===== src/rtl/vclass_pkg.sv =====
package vclass_pkg;

  typedef enum logic [1:0] {
    EW_HALF   = 2'd0,
    EW_SINGLE = 2'd1,
    EW_DOUBLE = 2'd2,
    EW_ALIAS  = 2'd3
  } ew_e;

  typedef enum logic [1:0] {
    PH_IDLE = 2'd0,
    PH_ACT  = 2'd1,
    PH_TAIL = 2'd2,
    PH_FIN  = 2'd3
  } phase_e;

  localparam int CODE_W = 10;
  localparam int NUM_FMT = 3;

  function automatic int fmt_exp_w(input int g);
    case (g)
      0:       return 5;
      1:       return 8;
      default: return 11;
    endcase
  endfunction

  function automatic int fmt_man_w(input int g);
    case (g)
      0:       return 10;
      1:       return 23;
      default: return 52;
    endcase
  endfunction

  // Category from decoded fields; bit order follows the R3 table.
  function automatic logic [CODE_W-1:0] class_code(
    input logic sgn,
    input logic exp_ones,
    input logic exp_zero,
    input logic man_zero,
    input logic man_top
  );
    logic [CODE_W-1:0] c;
    c = '0;
    if (exp_ones && man_zero)      c[sgn ? 0 : 7] = 1'b1;
    else if (exp_ones)             c[man_top ? 9 : 8] = 1'b1;
    else if (exp_zero && man_zero) c[sgn ? 3 : 4] = 1'b1;
    else if (exp_zero)             c[sgn ? 2 : 5] = 1'b1;
    else                           c[sgn ? 1 : 6] = 1'b1;
    return c;
  endfunction

endpackage


===== src/rtl/vclass_classifier.sv =====
module vclass_classifier
  import vclass_pkg::*;
(
  input  logic [63:0]       raw,
  input  logic [1:0]        ew,
  output logic [CODE_W-1:0] code
);

  logic [CODE_W-1:0] codes [NUM_FMT];

  for (genvar g = 0; g < NUM_FMT; g++) begin : g_fmt
    localparam int EXW = fmt_exp_w(g);
    localparam int MNW = fmt_man_w(g);
    logic           sgn;
    logic [EXW-1:0] ex;
    logic [MNW-1:0] mn;
    assign sgn = raw[EXW+MNW];
    assign ex  = raw[MNW +: EXW];
    assign mn  = raw[0 +: MNW];
    assign codes[g] = class_code(sgn, &ex, ~|ex, ~|mn, mn[MNW-1]);
  end

  always_comb begin
    case (ew_e'(ew))
      EW_HALF:   code = codes[0];
      EW_SINGLE: code = codes[1];
      default:   code = codes[2];
    endcase
  end

endmodule


===== src/rtl/vclass_seq.sv =====
module vclass_seq
  import vclass_pkg::*;
#(
  parameter int EIDX_W = 6,
  parameter int CNT_W  = 7
) (
  input  logic              clk,
  input  logic              rst_n,
  input  logic              start,
  input  logic [CNT_W-1:0]  vl,
  input  logic [CNT_W-1:0]  vlmax,
  output phase_e            phase,
  output logic [EIDX_W-1:0] idx,
  output logic              launch,
  output logic              slot_v
);

  logic [CNT_W-1:0] vl_q, vlmax_q, vl_eff, idx_ext;

  assign vl_eff  = (vl > vlmax) ? vlmax : vl;
  assign launch  = (phase == PH_IDLE) && start;
  assign slot_v  = (phase == PH_ACT) || (phase == PH_TAIL);
  assign idx_ext = CNT_W'(idx);

  always_ff @(posedge clk or negedge rst_n) begin
    if (!rst_n) begin
      phase   <= PH_IDLE;
      idx     <= '0;
      vl_q    <= '0;
      vlmax_q <= '0;
    end else begin
      case (phase)
        PH_IDLE: begin
          if (start) begin
            vl_q    <= vl_eff;
            vlmax_q <= vlmax;
            idx     <= '0;
            if (vlmax == '0)       phase <= PH_FIN;
            else if (vl_eff == '0) phase <= PH_TAIL;
            else                   phase <= PH_ACT;
          end
        end
        PH_ACT: begin
          idx <= idx + 1'b1;
          if (idx_ext == vl_q - 1'b1)
            phase <= (vl_q == vlmax_q) ? PH_FIN : PH_TAIL;
        end
        PH_TAIL: begin
          idx <= idx + 1'b1;
          if (idx_ext == vlmax_q - 1'b1) phase <= PH_FIN;
        end
        default: phase <= PH_IDLE;
      endcase
    end
  end

endmodule


===== src/rtl/vclass_mask_sel.sv =====
module vclass_mask_sel #(
  parameter int EIDX_W = 6,
  parameter int MLEN_W = 7,
  parameter int MB_W   = 12
) (
  input  logic [EIDX_W-1:0] idx,
  input  logic [MLEN_W-1:0] mlen,
  input  logic              vm,
  input  logic              mask_bit,
  output logic [MB_W-1:0]   mask_addr,
  output logic              enabled
);

  function automatic logic [MB_W-1:0] bit_pos(
    input logic [EIDX_W-1:0] i,
    input logic [MLEN_W-1:0] m
  );
    return MB_W'(i) * MB_W'(m);
  endfunction

  assign mask_addr = bit_pos(idx, mlen);
  assign enabled   = vm || mask_bit;

endmodule


===== src/rtl/vclass_engine.sv =====
module vclass_engine
  import vclass_pkg::*;
#(
  parameter int MAX_ELEMS = 64,
  parameter int MLEN_MAX  = 64,
  localparam int EIDX_W   = $clog2(MAX_ELEMS),
  localparam int CNT_W    = $clog2(MAX_ELEMS + 1),
  localparam int MLEN_W   = $clog2(MLEN_MAX + 1),
  localparam int MB_W     = $clog2(MAX_ELEMS * MLEN_MAX)
) (
  input  logic              clk,
  input  logic              rst_n,
  input  logic              start,
  input  logic [1:0]        ew,
  input  logic [CNT_W-1:0]  vl,
  input  logic [CNT_W-1:0]  vlmax,
  input  logic              vm,
  input  logic [MLEN_W-1:0] mlen,
  output logic [EIDX_W-1:0] src_idx,
  input  logic [63:0]       src_data,
  output logic [MB_W-1:0]   mask_addr,
  input  logic              mask_bit,
  output logic              dst_we,
  output logic [EIDX_W-1:0] dst_idx,
  output logic [63:0]       dst_wdata,
  output logic              busy,
  output logic              done
);

  phase_e            phase;
  logic [EIDX_W-1:0] idx;
  logic              launch, slot_v, enabled;
  logic              elem_fire, elem_skip, tail_fire;
  logic [1:0]        ew_q;
  logic              vm_q;
  logic [MLEN_W-1:0] mlen_q;
  logic [CODE_W-1:0] code;

  vclass_seq #(.EIDX_W(EIDX_W), .CNT_W(CNT_W)) u_seq (
    .clk    (clk),
    .rst_n  (rst_n),
    .start  (start),
    .vl     (vl),
    .vlmax  (vlmax),
    .phase  (phase),
    .idx    (idx),
    .launch (launch),
    .slot_v (slot_v)
  );

  always_ff @(posedge clk or negedge rst_n) begin
    if (!rst_n) begin
      ew_q   <= '0;
      vm_q   <= 1'b1;
      mlen_q <= '0;
    end else if (launch) begin
      ew_q   <= ew;
      vm_q   <= vm;
      mlen_q <= mlen;
    end
  end

  vclass_mask_sel #(.EIDX_W(EIDX_W), .MLEN_W(MLEN_W), .MB_W(MB_W)) u_mask (
    .idx       (idx),
    .mlen      (mlen_q),
    .vm        (vm_q),
    .mask_bit  (mask_bit),
    .mask_addr (mask_addr),
    .enabled   (enabled)
  );

  vclass_classifier u_cls (
    .raw  (src_data),
    .ew   (ew_q),
    .code (code)
  );

  assign elem_fire = (phase == PH_ACT) && enabled;
  assign elem_skip = (phase == PH_ACT) && !enabled;
  assign tail_fire = (phase == PH_TAIL);

  assign src_idx   = idx;
  assign dst_idx   = idx;
  assign dst_we    = elem_fire || tail_fire;
  assign dst_wdata = elem_fire ? {{(64-CODE_W){1'b0}}, code} : 64'd0;
  assign busy      = (phase != PH_IDLE);
  assign done      = (phase == PH_FIN);

endmodule


===== config.mk =====
export PLATFORM = sky130hd
export DESIGN_NAME = vclass_engine
export DESIGN_NICKNAME = d
export VERILOG_FILES = /design/src/rtl/vclass_pkg.sv /design/src/rtl/vclass_classifier.sv /design/src/rtl/vclass_seq.sv /design/src/rtl/vclass_mask_sel.sv /design/src/rtl/vclass_engine.sv
export SDC_FILE = /design/constraint.sdc
export NUM_CORES = 1
export LEC_CHECK = 0
export BUFFER_PORTS_ARGS = -buffer_cell sky130_fd_sc_hd__buf_2
export CELL_PAD_IN_SITES_DETAIL_PLACEMENT = 1
export CELL_PAD_IN_SITES_GLOBAL_PLACEMENT = 1
export CORE_AREA = 3 3 111 113
export CTS_CLUSTER_SIZE = 24
export DETAILED_ROUTE_END_ITERATION = 10
export DIE_AREA = 0 0 114 116
export HOLD_SLACK_MARGIN = 0.08
export PLACE_DENSITY = 0.87
export SLEW_MARGIN = 20
export SYNTH_ARGS = -nofsm -noshare
export SYNTH_HDL_FRONTEND = slang
export SYNTH_SLANG_ARGS = --single-unit

===== constraint.sdc =====
create_clock -name clk -period 6.26 [get_ports clk]
set_input_delay 0.939 -clock clk [delete_from_list [all_inputs] [get_ports clk]]
set_output_delay 0.939 -clock clk [all_outputs]
set_load 0.03 [all_outputs]

==> impl_results.md <==
* Status: completed
* VDD IR max at 0.222 mV
* Routed WL at 13500 um
* Cell taking the most area after synthesis: dfrtp_1
* Per-cell routed wire length at 17.1 um
* RePlAce Congestion at 0.819
* Final hold viol count at 0
* Min Tclk post-route at 5.31 ns
* Layout Cells excl Fill at 786
* Final setup fails at 0
* Ant diodes at 0
* Post-synth top flop: dfrtp_1
* Setup CP Type: flop to primary output
* Max Buffers Root-to-Sink at 2
* CP Capture Type: primary output
* Slew headroom at 46.8%
* Top post-synthesis cells by count: buf_4 (60), nand2_1 (52), inv_1 (51)
* Switching Fraction at 52.4%
* Sequential element share of the synthesized area at 18.6%
* Worst-path clk slew at 0.05 ns
* Clock root cell: clkbuf_16
* Hold path startpoint: u_seq.vl_q[6]
* Worst setup SP type: flop
* CTS buffer count at 5
* Crit path cell chain: nand2_1, fa_1, fa_1, fa_1, inv_1, ha_1, a21oi_1, o21bai_1, a21o_1, a21oi_1, o21ai_0, xnor2_1, buf_2
* Post-DP HPWL at 10800 um
* Initial core utilization at 37.8%
* Initial antenna violation count at 0
* Hold crit path type: flop to flop
* Final worst path period share at 84.9%
* Crit-path max FO at 21
* Post-synth EDFFs at 0
* Worst slew pin tran at 0.797 ns
* Vias in the first global route at 4342
* Hold depth at 2
* Post-Syn Instances at 532
* Antenna viol nets, final at 0
* Largest stage delay on the critical path at 0.76 ns
* Num rows at 39
* YS warnings at 0
* Most frequent CP cell: fa_1
* Clock Skews at 0.00307 ns
* Synthesized flop and latch total at 32
* Setup_tns at 0 ns
* F_max at 188 MHz
* Die X at 114 um
* Mapped Avg Cell Area at 8.12 sq um
* Top-count cell post-synth: buf_4
* Worst Path Arrival at 4.37 ns
* PD cells at 387 nW/um^2
* Clk pwr share at 14.6%
* Slew Viols, Final at 0
* Leak at 2.61 nW
* Setup WS pre-CTS at 1.27 ns
* P_int at 921 uW
* Die height at 116 um
* Core area at 11400 sq um
* Worst path top cell family by delay: adder cells
* Total GRT Usage at 20.2%
* Synth unique cells at 56
* Cts repair resizes at 0
* Syn Std Cell Area at 4320 sq um
* Worst Hold Endpoint: u_seq.vl_q[6]
* Net Switching at 1.01 mW
* Worst Slack Setup Final at 0.948 ns
* Num ports at 183
* Unrepaired setup endpoints after global routing: no
* Die ar. at 13200 sq um
* WP data required at 5.32 ns
* DR vias at 4103
* Clock Latency Late Sink at 0.29 ns
* Share of cells above drive strength 1 at 25.2%
* CTS tree: built
* Area contributors post-synth: dfrtp_1 (18%), buf_4 (10%), ha_1 (9.8%)
* Filler cells at 1455
* FF-to-FF path depth at 9
* 1st-iter DRT viols at 174
* Worst reg2reg endpoint: u_seq.phase[1]
* Placed insts at 778
* WP buf/inv at 2
* Critical path's slowest cell: dfrtp_1
* First-pass GRT wire length at 21200 um
* Sink Count at 32
* CTS H-tree depth at 2
* GR Overflow Total at 0
* Worst reg2reg setup slack at 3.63 ns
* Comb pwr share at 59.9%
* Sequential share of power at 25.5%
* Area Overhead vs Synth at 15.5%
* Hold buffers post-CTS at 0
* Vias per cell at 5.22
* Asr flop ratio synth at 100%
* Pin count of the biggest net entering global routing at 38
* Post-layout nets at 788
* R2r startpoint: u_seq.vl_q[0]
* Post-CTS Setup Inserts at 0
* Pre-Repair DR Iteration Count at 4
* PortBufs at 128
* Maxcap violations at 0
* Final Total Pwr at 1.93 mW
* Synth top area share at 18.0%
* Final routed DRC violation total at 0
[tightest hold or removal path, stage by stage (launching register included)]
cell and delay [ns]:
dfrtp_1 0.39, nand2_1 0.06, o21ai_0 0.06
[registers in the layout (all words and copies together), names as in the netlist]
register / cells
u_seq.idx: 6
u_seq.vl_q: 7
u_seq.phase: 2
u_seq.vlmax_q: 7
ew_q: 2
vm_q: 1
mlen_q: 7
[metal layers]
| layer | vias to the layer above | wire length [um] | GRT usage, % |
|---|---|---|---|
| met1 | 1973 | 4870 | 21.1 |
| li1 | 1925 | - | - |
| met5 | - | 0 | 0 |
| met2 | 166 | 7150 | 38.4 |
| met4 | 0 | 508 | 9.58 |
| met3 | 39 | 947 | 4.02 |
[through the flow]
stage	hold slack (ns)	area [sq um]	util [%]
floorplan	0.509	4520	-
global placement	0.534	4820	42.2
detailed placement	0.545	4820	42.2
CTS	0.557	4980	43.6
global route	0.586	4990	43.7
finish	0.553	4990	43.7
[worst max-delay path by stage]
stage                             from            end  slack [ns]  cells after the start
after floorplan           u_seq.idx[2]  mask_addr[11]        1.08                     14
after global placement    u_seq.idx[2]  mask_addr[11]        1.43                     13
after detailed placement  u_seq.idx[2]  mask_addr[11]        1.27                     13
after CTS                 u_seq.idx[2]  mask_addr[11]        0.93                     13
after global routing      u_seq.idx[2]  mask_addr[11]        0.65                     13
final                     u_seq.idx[2]  mask_addr[11]        0.95                     13
[final cells by class]
class | instances | area (sq um) | share of cell area [%]
Multi-Input combinational cell | 421 | 2990 | 60.0
Sequential cell | 32 | 802 | 16.1
Timing Repair Buffer | 130 | 656 | 13.1
Inverter | 52 | 195 | 3.91
Tap cell | 143 | 179 | 3.59
Clock buffer | 6 | 129 | 2.58
Clock inverter | 2 | 35.0 | 0.702
[logic make-up (layout without fill, tap and decap cells)]
family                     count (synthesis)  count (layout)  share of synthesized area, %
and+or+nand+nor                          175             175                          21.6
buffers and inverters                    132             190                          16.9
AOI/OAI and AO/OA                         88              88                          12.7
adders and majority gates                 54              54                          19.1
xor gates and xnor gates                  34              34                          6.89
DFF                                       32              32                          18.6
muxes                                     16              16                          4.08
other                                      1              54                        0.0868
[placed cells by master (no fill, tap or decap), types with 7 or more instances in the layout]
| cell type | instances |
|---|---|
| buf_2 | 128 |
| conb_1 | 54 |
| nand2_1 | 52 |
| inv_1 | 51 |
| ha_1 | 34 |
| dfrtp_1 | 31 |
| nor2_1 | 29 |
| a21oi_1 | 24 |
| and2_1 | 23 |
| o21ai_0 | 23 |
| fa_1 | 20 |
| xnor2_1 | 17 |
| xor2_1 | 17 |
| nand3_1 | 15 |
| nor4_1 | 14 |
| mux2_2 | 11 |
| a31oi_1 | 10 |
| nor3_1 | 9 |
| nand4_1 | 7 |
[power groups by stage]
stage	combinational (mW)	sequential [mW]	clock, mW
finish	1.16	0.493	0.283
floorplan	0.925	0.394	0
global route	1.29	0.512	0.297
CTS	1.17	0.491	0.289
detailed placement	1.15	0.491	0
global placement	1.08	0.475	0
Power figures use the tool's default switching activity.
